`src/rtl/fbu_pkg.sv`:
```
package fbu_pkg;

  localparam int WORD_W  = 32;
  localparam int SLOT_W  = 5;
  localparam int DEPTH_W = 3;

  typedef enum logic [1:0] {
    ORD_LE      = 2'd0,
    ORD_BE_BYTE = 2'd1,
    ORD_BE_PIX  = 2'd2
  } order_e;

  typedef struct packed {
    logic [DEPTH_W-1:0] depth;   // log2 of bits per pixel, 0..5
    order_e             order;
    logic               rb_swap;
    logic               enabled;
    logic [SLOT_W-1:0]  slots_m1; // pixels per word minus one
  } cfg_t;

  // Codes above 5 fall back to 8 bits per pixel.
  function automatic logic [DEPTH_W-1:0] norm_depth(input logic [DEPTH_W-1:0] code);
    return (code > 3'd5) ? 3'd3 : code;
  endfunction

  function automatic logic [SLOT_W-1:0] slots_m1(input logic [DEPTH_W-1:0] depth);
    logic [SLOT_W:0] n;
    n = 6'd32 >> depth;
    return SLOT_W'(n - 6'd1);
  endfunction

  // XOR mask applied to the running slot counter.
  function automatic logic [SLOT_W-1:0] order_mask(input logic [DEPTH_W-1:0] depth,
                                                   input order_e order);
    case (order)
      ORD_BE_BYTE: return slots_m1(depth);
      ORD_BE_PIX:  return (depth < 3'd3) ? (5'd7 >> depth) : 5'd0;
      default:     return 5'd0;
    endcase
  endfunction

  function automatic logic [31:0] line_bytes(input logic [31:0] px,
                                             input logic [DEPTH_W-1:0] depth);
    if (depth < 3'd3) return px >> (3'd3 - depth);
    else              return px << (depth - 3'd3);
  endfunction

  function automatic logic [WORD_W-1:0] take_slot(input logic [WORD_W-1:0] word,
                                                  input logic [DEPTH_W-1:0] depth,
                                                  input logic [SLOT_W-1:0] slot);
    logic [SLOT_W-1:0] pos;
    logic [WORD_W-1:0] mask;
    pos  = slot << depth;
    mask = (depth >= 3'd5) ? '1 : ((32'd1 << (6'd1 << depth)) - 32'd1);
    return (word >> pos) & mask;
  endfunction

  function automatic logic [WORD_W-1:0] rb_fix(input logic [WORD_W-1:0] pix,
                                               input logic [DEPTH_W-1:0] depth,
                                               input logic swap);
    if (swap && depth == 3'd4)
      return {16'd0, pix[4:0], pix[10:5], pix[15:11]};
    else if (swap && depth == 3'd5)
      return {pix[31:24], pix[7:0], pix[15:8], pix[23:16]};
    else
      return pix;
  endfunction

endpackage

```
`src/rtl/fbu_ctrl_decode.sv`:
```
module fbu_ctrl_decode
  import fbu_pkg::*;
#(
  parameter int CNT_W = 12
) (
  input  logic [11:0]      ctrl_i,
  input  logic [CNT_W-1:0] line_px_i,
  output cfg_t             cfg_o,
  output logic [CNT_W+1:0] line_bytes_o
);

  logic [DEPTH_W-1:0] depth;
  logic               unused_ctrl;

  assign depth       = norm_depth(ctrl_i[3:1]);
  assign unused_ctrl = ^ctrl_i[7:4];

  always_comb begin
    cfg_o.depth    = depth;
    cfg_o.enabled  = ctrl_i[0] & ctrl_i[11];
    cfg_o.rb_swap  = ctrl_i[8];
    cfg_o.slots_m1 = slots_m1(depth);
    if (ctrl_i[9])       cfg_o.order = ORD_BE_BYTE;
    else if (ctrl_i[10]) cfg_o.order = ORD_BE_PIX;
    else                 cfg_o.order = ORD_LE;
  end

  assign line_bytes_o = (CNT_W+2)'(line_bytes(32'(line_px_i), depth));

endmodule

```
`src/rtl/fbu_word_buf.sv`:
```
module fbu_word_buf
  import fbu_pkg::*;
(
  input  logic              clk,
  input  logic              rst_n,
  input  logic              flush_i,
  input  logic              accept_en_i,
  input  logic              line_last_i,
  input  logic              pix_fire_i,
  input  logic [SLOT_W-1:0] slots_m1_i,
  input  logic              word_valid_i,
  input  logic [WORD_W-1:0] word_data_i,
  output logic              word_ready_o,
  output logic              have_word_o,
  output logic [WORD_W-1:0] word_o,
  output logic [SLOT_W-1:0] slot_o
);

  logic last_in_word;
  logic word_fire;
  logic drain_last;

  assign last_in_word = (slot_o == slots_m1_i);
  assign drain_last   = pix_fire_i & last_in_word;
  // Refill in the same cycle the last pixel leaves, unless that pixel ends the line.
  assign word_ready_o = accept_en_i & (~have_word_o | (drain_last & ~line_last_i));
  assign word_fire    = word_valid_i & word_ready_o;

  always_ff @(posedge clk or negedge rst_n) begin
    if (!rst_n) begin
      have_word_o <= 1'b0;
      word_o      <= '0;
      slot_o      <= '0;
    end else if (flush_i) begin
      have_word_o <= 1'b0;
      slot_o      <= '0;
    end else if (word_fire) begin
      have_word_o <= 1'b1;
      word_o      <= word_data_i;
      slot_o      <= '0;
    end else if (drain_last) begin
      have_word_o <= 1'b0;
      slot_o      <= '0;
    end else if (pix_fire_i) begin
      slot_o      <= slot_o + 1'b1;
    end
  end

  // a loaded word that is not being drained blocks any new word
  p_hold_full_r10: assert property (@(posedge clk) disable iff (!rst_n)
    (have_word_o && !pix_fire_i) |-> !word_ready_o);

  // a freshly taken word starts at its first slot
  p_load_slot_r9: assert property (@(posedge clk) disable iff (!rst_n)
    (word_fire && !flush_i) |=> (have_word_o && slot_o == '0));

endmodule

```
`src/rtl/fbu_pixel_select.sv`:
```
module fbu_pixel_select
  import fbu_pkg::*;
(
  input  cfg_t              cfg_i,
  input  logic [WORD_W-1:0] word_i,
  input  logic [SLOT_W-1:0] slot_i,
  output logic [WORD_W-1:0] pix_o
);

  logic [SLOT_W-1:0] phys_slot;
  logic [WORD_W-1:0] raw_pix;

  assign phys_slot = slot_i ^ order_mask(cfg_i.depth, cfg_i.order);
  assign raw_pix   = take_slot(word_i, cfg_i.depth, phys_slot);
  assign pix_o     = rb_fix(raw_pix, cfg_i.depth, cfg_i.rb_swap);

endmodule

```
`src/rtl/fb_pixel_unpacker.sv`:
```
module fb_pixel_unpacker
  import fbu_pkg::*;
#(
  parameter int CNT_W = 12
) (
  input  logic             clk,
  input  logic             rst_n,
  input  logic [11:0]      ctrl_i,
  input  logic [CNT_W-1:0] line_px_i,
  input  logic             line_start_i,
  input  logic             word_valid_i,
  input  logic [31:0]      word_data_i,
  output logic             word_ready_o,
  output logic             pix_valid_o,
  output logic [31:0]      pix_data_o,
  input  logic             pix_ready_i,
  output logic [CNT_W+1:0] line_bytes_o,
  output logic             line_done_o
);

  cfg_t              cfg;
  logic              have_word;
  logic [WORD_W-1:0] cur_word;
  logic [SLOT_W-1:0] cur_slot;
  logic [CNT_W-1:0]  px_cnt;
  logic [CNT_W:0]    px_next;
  logic              line_open;
  logic              line_last;
  logic              pix_fire;
  logic              accept_en;

  fbu_ctrl_decode #(.CNT_W(CNT_W)) u_dec (
    .ctrl_i       (ctrl_i),
    .line_px_i    (line_px_i),
    .cfg_o        (cfg),
    .line_bytes_o (line_bytes_o)
  );

  assign accept_en   = cfg.enabled & line_open;
  assign px_next     = {1'b0, px_cnt} + 1'b1;
  assign line_last   = (px_next == {1'b0, line_px_i});
  assign pix_valid_o = accept_en & have_word;
  assign pix_fire    = pix_valid_o & pix_ready_i;

  fbu_word_buf u_buf (
    .clk          (clk),
    .rst_n        (rst_n),
    .flush_i      (line_start_i),
    .accept_en_i  (accept_en),
    .line_last_i  (line_last),
    .pix_fire_i   (pix_fire),
    .slots_m1_i   (cfg.slots_m1),
    .word_valid_i (word_valid_i),
    .word_data_i  (word_data_i),
    .word_ready_o (word_ready_o),
    .have_word_o  (have_word),
    .word_o       (cur_word),
    .slot_o       (cur_slot)
  );

  fbu_pixel_select u_sel (
    .cfg_i  (cfg),
    .word_i (cur_word),
    .slot_i (cur_slot),
    .pix_o  (pix_data_o)
  );

  always_ff @(posedge clk or negedge rst_n) begin
    if (!rst_n) begin
      px_cnt      <= '0;
      line_open   <= 1'b0;
      line_done_o <= 1'b0;
    end else if (line_start_i) begin
      px_cnt      <= '0;
      line_open   <= (line_px_i != '0);
      line_done_o <= (line_px_i == '0);
    end else if (pix_fire) begin
      px_cnt <= px_next[CNT_W-1:0];
      if (line_last) begin
        line_open   <= 1'b0;
        line_done_o <= 1'b1;
      end
    end
  end

  // nothing moves unless enable and power are both set
  p_gate_r8: assert property (@(posedge clk) disable iff (!rst_n)
    !(ctrl_i[0] && ctrl_i[11]) |-> (!pix_valid_o && !word_ready_o));

  // a finished line is quiet on both handshakes
  p_done_quiet_r9: assert property (@(posedge clk) disable iff (!rst_n)
    line_done_o |-> (!pix_valid_o && !word_ready_o));

  // done only rises after a delivered pixel or a start pulse
  p_done_cause_r9: assert property (@(posedge clk) disable iff (!rst_n)
    $rose(line_done_o) |-> ($past(pix_fire) || $past(line_start_i)));

  // a stalled pixel stays offered and unchanged
  p_stall_hold_r10: assert property (@(posedge clk) disable iff (!rst_n)
    (pix_valid_o && !pix_ready_i && !line_start_i) |=>
      (!$stable(ctrl_i) || (pix_valid_o && $stable(pix_data_o))));

endmodule

```
`config.mk`:
```
export PLATFORM = sky130hd
export DESIGN_NAME = fb_pixel_unpacker
export DESIGN_NICKNAME = d
export VERILOG_FILES = /design/src/rtl/fbu_pkg.sv /design/src/rtl/fbu_ctrl_decode.sv /design/src/rtl/fbu_word_buf.sv /design/src/rtl/fbu_pixel_select.sv /design/src/rtl/fb_pixel_unpacker.sv
export SDC_FILE = /design/constraint.sdc
export NUM_CORES = 1
export LEC_CHECK = 0
export BUFFER_PORTS_ARGS = -buffer_cell sky130_fd_sc_hd__buf_2
export CAP_MARGIN = 20
export CORE_MARGIN = 4
export CORE_UTILIZATION = 45
export CTS_CLUSTER_DIAMETER = 30
export DETAILED_ROUTE_END_ITERATION = 10
export PLACE_DENSITY = 0.64
export SYNTH_ARGS = -nofsm -noshare
export SYNTH_HDL_FRONTEND = slang
export SYNTH_SLANG_ARGS = --single-unit
```
`constraint.sdc`:
```
create_clock -name clk -period 12.14 [get_ports clk]
set_input_delay 1.214 -clock clk [delete_from_list [all_inputs] [get_ports clk]]
set_output_delay 1.214 -clock clk [all_outputs]
set_load 0.01 [all_outputs]
```
==> results.toml, run 1 <==
[synthesis]
ys_seq_elements = 52
async_reset_ff_frac = 1.000
synth_top_family_by_area = "compound AO/OA/AOI/OAI gates"
synth.top_cell.area_share = 0.1923
yosys.area_share.adder = 0.02773
synth_top_area_cell = "dfrtp_1"
synth_seq_area_share = 0.1923
syn_inst = 914
synth-simple-area-share = 0.2592
synth.area.top_cells = "dfrtp_1 19%, mux2_2 7.2%, mux2i_1 6.5%, nor2_1 5.3%, a21oi_1 4.7%"
yosys.area_share.xor_xnor = 0.03882
syn_area_per_cell_um2 = 7.405
synth_area_um2 = 6768
synth-main-ff-cell = "dfrtp_1"
synth.area.mux_share = 0.1433
ys_types = 84
synth_warnings = 0
synth-compound-area-share = 0.2757
synth-edff-count = 0
synth.net_count = 990

[clock_tree]
htreeDepth = 2
insertion_delay_ps = 290
clock_sinks = 52
cts_tree = "yes"
cts_buffers = 5
cts_root_buffer = "clkbuf_16"
ctsResizeCount = 0
path_clk_slew_ps = 60
cts_setup_buffers = 0
clockBufferDepth = 2
postCtsHoldBufs = 0

[min_path]
hold_path_end = "line_open$_DFFE_PN0P_"
min_from = "line_open$_DFFE_PN0P_"
hold_class = "reg -> reg"
holdPathStages = 1

[setup_path]
r2r_end = "u_buf.word_o[10]$_DFFE_PN0P_"
r2r_slack_ps = 8850
cpPeakStageDelay_ps = 810
arrival_ps = 6380
path_cells = "buf_2 > a21o_1 > buf_4 > ha_1 > inv_1 > ha_1 > and3b_1 > and4_1 > a2111o_1 > nor2_2 > mux2_2 > a2bb2oi_1 > mux2i_1 > mux2i_1 > o21ai_1 > o32ai_1 > buf_2"
cp-start-kind = "input port"
worstSetupPathType = "in -> out"
cp-end-kind = "primary output"
cp_top_family = "compound AO/OA/AOI/OAI gates"
worst-r2r-cell-count = 11
cp_max_fo = 32
crit_slowest_cell = "nor2_2"
cp_num_buf_inv = 4
r2r-start = "px_cnt[0]$_DFFE_PN0P_"
crit_required_ps = 10930

[sta]
rsz0062_at_grt = "false"
setup_slack_ps = 4542
hold_ws_ps = 479.2
period_needed_ps = 7598
finalCritPeriodShare = 0.6259
fmax_mhz = 131.6
worstMarginPinSlew_ps = 1050
relSlewSlack = 0.2997
fin_setup_tns_ps = 0
slew_viol_final = 0
skew_ps = 6.977
setup_violations = 0
hold_viol = 0

[place]
dp_hpwl_mm = 15.92
place_area_um2 = 7233
dp_slack_ps = 4713
place.port_buffers = 105
place.gp.congestion = 0.9352

[global_routing]
grt_max_degree = 53
antenna_found_initial = 0
first_global_vias = 6376
grtUsageTotal = 0.2515
grt_first_pass_wirelength_mm = 34.73
grt_overflow = 0

[floorplanning]
dieArea_um2 = 17070
io_pins = 110
fp-row-count = 44
initial_core_util = 0.4621
core_area_um2 = 14640
die_w_um = 130.6
die_y_um = 130.6

[outcome]
status = "finished clean"

[finish]
diodes = 0
area_growth_pct = 9.614
nets = 1031
drive_above_1_share = 0.1937
final_area_um2 = 7418
final_core_util = 0.5066

[power_and_ir_drop]
p_per_area_nw_per_um2 = 115.5
ir_drop_uv = 88.73
p_leak_nw = 3.187

[routing]
firstDrtPassIters = 5
drc_errors = 0
vias_per_cell = 6.478
wirelength_mm = 21.74
vias = 7379
drtIter0Drc = 912
drtAntennaViolNets = 0
wl_per_cell_um = 19.09

[job]
drv_cap = 0
==> kinds of logic after synthesis <==
family          Yosys count
simple gates            355
mux                      89
xor+xnor                 30
buf+inv                  96
flops                    52
compound gates          277
fa+ha+maj                15
==> worst max-delay path by stage <==
| stage | from | end | slack (ps) | depth (start not counted) |
|---|---|---|---|---|
| after CTS | ctrl_i[2] | pix_data_o[14] | 4700 | 17 |
| after detailed placement | ctrl_i[2] | pix_data_o[0] | 4710 | 15 |
| after global placement | ctrl_i[2] | pix_data_o[14] | 4680 | 14 |
| final | ctrl_i[2] | pix_data_o[14] | 4540 | 17 |
| after global routing | ctrl_i[2] | pix_data_o[0] | 4200 | 15 |
| after floorplan | ctrl_i[3] | pix_data_o[0] | 5740 | 18 |
==> final cells by class <==
type                            instances  area (µm²)
Fill cell                            1498        7226
Clock inverter                          2       60.06
Inverter                               15       56.30
Timing Repair Buffer                  115       600.6
Tap cell                              184       230.2
Clock buffer                            5       125.1
Multi-Input combinational cell        766        5045
Sequential cell                        52        1301
==> power by group <==
part | internal [W] | switching [W] | leakage [nW] | total [W]
Sequential | 0.000202 | 0.0000457 | 0.662 | 0.000248
Clock | 0.000117 | 0.0000621 | 0.0899 | 0.000179
Combinational | 0.000172 | 0.000258 | 2.43 | 0.000430
Total | 0.000491 | 0.000366 | 3.19 | 0.000857
==> cells in the final DEF (no fill, tap or decap), drive strengths merged, types with 10 or more instances in the layout <==
master  instances
inv            15
o211ai         10
nand2          83
and3           16
nand4          14
xor2           13
a31oi          10
and2           13
buf           115
xnor2          17
o21ai          69
nand3          60
dfrtp          52
mux2i          44
nor2           97
a211oi         13
mux2           43
ha             15
o22ai          14
nor3           18
a21oi          65
==> flip-flops by register name, indices dropped and copies added, names as in the netlist <==
signal / count
u_buf.have_word_o: 1
u_buf.slot_o: 5
line_open: 1
px_cnt: 12
u_buf.word_o: 32
line_done_o: 1
==> synth_stat cells, types with 14 or more instances <==
cell       n
a21oi_1   64
and3_1    15
buf_2     20
clkbuf_1  45
dfrtp_1   52
ha_1      15
mux2_2    43
mux2i_1   44
nand2_1   82
nand3_1   60
nor2_1    96
nor3_1    18
o21ai_0   64
o22ai_1   14
xnor2_1   17
==> through the flow <==
stage / power (W) / std cells
2_1_floorplan: 0.0005374 / 914
3_3_place_gp: 0.0006653 / 1132
3_5_place_dp: 0.0006669 / 1132
4_1_cts: 0.0008491 / 1139
5_1_grt: 0.0009133 / 1139
6_report: 0.0008568 / 1139
==> layer usage <==
layer  share of wire  wire length [µm]  vias up  global-route usage
li1                -                 -     3507                   -
met5               0                 0        -                   0
met4           0.014               295        0             0.05566
met3           0.099              2156       24             0.04065
met2            0.41              8869      412              0.3476
met1            0.48             10420     3436              0.4041
Power figures use the tool's default switching activity.
==> inputs of run 2 (changes only) <==
Clock period 12.14 ns to 7.5 ns, I/O delays scaled along.
==> results.toml, run 2 (synthesis gave the netlist of run 1 again) <==
[finish]
largest_reg_flops = 32
diodes = 0
layout.cells.non_filler = 1152
area_growth_pct = 10.74
drive_above_1_share = 0.2045
largest_register = "u_buf.word_o"
mostFrequentLayoutCells = "105 x buf_2, 94 x nor2_1, 82 x nand2_1"
nets = 1043
layout_commonest_cell = "buf_2"
reg_top3 = "u_buf.word_o (32), px_cnt (12), u_buf.slot_o (5)"

[power_and_ir_drop]
p_per_area_nw_per_um2 = 183.6
ir_drop_uv = 157.5
p_leak_nw = 3.235

[place]
place.gp.congestion = 0.9623
place.port_buffers = 105
placedCellCount = 1144
dp_hpwl_mm = 16.62

[clock_tree]
cts_buffers = 5
htreeDepth = 2
path_clk_slew_ps = 70
clock_sinks = 52
insertion_delay_ps = 300
cts_tree = "yes"
cts_setup_buffers = 0
clockBufferDepth = 2
ctsResizeCount = 0
postCtsHoldBufs = 0
cts_root_buffer = "clkbuf_16"

[setup_path]
crit_required_ps = 6750
cp-start-kind = "input port"
arrival_ps = 5410
crit_slowest_cell = "a221oi_1"
worst-r2r-cell-count = 11
cp_max_fo = 16
worstSetupPathType = "in -> out"
r2r_end = "u_buf.word_o[15]$_DFFE_PN0P_"
cp-end-kind = "primary output"
r2r-start = "px_cnt[0]$_DFFE_PN0P_"
cp_num_buf_inv = 3
r2r_slack_ps = 4200
cpPeakStageDelay_ps = 680
cp_top_family = "compound AO/OA/AOI/OAI gates"
path_cells = "buf_2 > a21o_1 > ha_1 > inv_1 > ha_1 > and3b_1 > and4_1 > a211oi_2 > nand2_1 > mux2_2 > o21ai_0 > a221oi_1 > o22ai_1 > o311ai_1 > a21boi_0 > buf_2"

[sta]
period_needed_ps = 6157
rsz0062_at_grt = "false"
hold_viol = 0
fin_setup_tns_ps = 0
slew_viol_final = 0
worstMarginPinSlew_ps = 1014
finalCritPeriodShare = 0.8209
relSlewSlack = 0.3241
fmax_mhz = 162.4
skew_ps = 4.317
setup_violations = 0

[routing]
drtAntennaViolNets = 0
firstDrtPassIters = 5
vias = 7381
wirelength_mm = 22.23
drc_errors = 0
drtIter0Drc = 744
wl_per_cell_um = 19.29
vias_per_cell = 6.407

[min_path]
hold_class = "reg -> reg"
hold_path_end = "line_open$_DFFE_PN0P_"
min_from = "line_open$_DFFE_PN0P_"
holdPathStages = 1

[floorplanning]
io_pins = 110
initial_core_util = 0.4621
core_area_um2 = 14640
dieArea_um2 = 17070
die_y_um = 130.6
fp-row-count = 44
die_w_um = 130.6

[global_routing]
antenna_found_initial = 0
first_global_vias = 6499
grt_overflow = 0
grt_max_degree = 53
grt_first_pass_wirelength_mm = 35.33
grtUsageTotal = 0.2546

[job]
drv_cap = 0

[outcome]
status = "finished clean"
[run 2: changes by cell type in the layout (fill, tap and decap cells not counted)]
cell / previous run / this run
buf_4: 10 / 22
bufinv_16: 2 / 1
clkinvlp_4: 0 / 1
inv_6: 0 / 1
[run 2: layout make-up]
cell class              instances  area (µm²)
well taps                     184       230.2
clock inverters                 3       46.29
multi-input cells             766        5045
repair buffers                127       690.7
inverters                      15       56.30
fillers                      1507        7149
flip-flops and latches         52        1301
clock buffers                   5       125.1
[run 2: worst max-delay path by stage]
stage	start	endpoint	cells after the start
5_1_grt	ctrl_i[1]	pix_data_o[0]	16
6_report	ctrl_i[1]	pix_data_o[0]	16
3_5_place_dp	ctrl_i[1]	pix_data_o[0]	16
2_1_floorplan	ctrl_i[3]	pix_data_o[0]	18
4_1_cts	ctrl_i[1]	pix_data_o[0]	16
3_3_place_gp	ctrl_i[1]	pix_data_o[0]	16
[run 2: through the flow]
stage                     hold slack [ps]  area (µm²)  power [W]  setup slack (ps)    util
final                               480.8        7495   0.001376              1343  0.5118
after global placement              467.1        7323   0.001085              1523  0.5001
after detailed placement            468.8        7323   0.001089              1454  0.5001
after floorplan                     442.5        6768  0.0008699              2029       -
after CTS                           485.5        7495   0.001363              1458  0.5118
after global routing                509.4        7495   0.001463              1095  0.5118
[run 2: layer usage]
metal,global-route usage,up-vias,share of wire
li1,-,3533,-
met1,0.3954,3458,0.48
met2,0.3663,372,0.42
met3,0.04593,18,0.091
met4,0.05324,0,0.012
met5,0,-,0
[run 2: power by group]
| part | leakage, nW | switching (W) | internal [W] |
|---|---|---|---|
| sequential | 0.662 | 0.0000724 | 0.000327 |
| combinational | 2.49 | 0.000423 | 0.000284 |
| clock | 0.0804 | 0.000110 | 0.000159 |
| total | 3.24 | 0.000606 | 0.000770 |
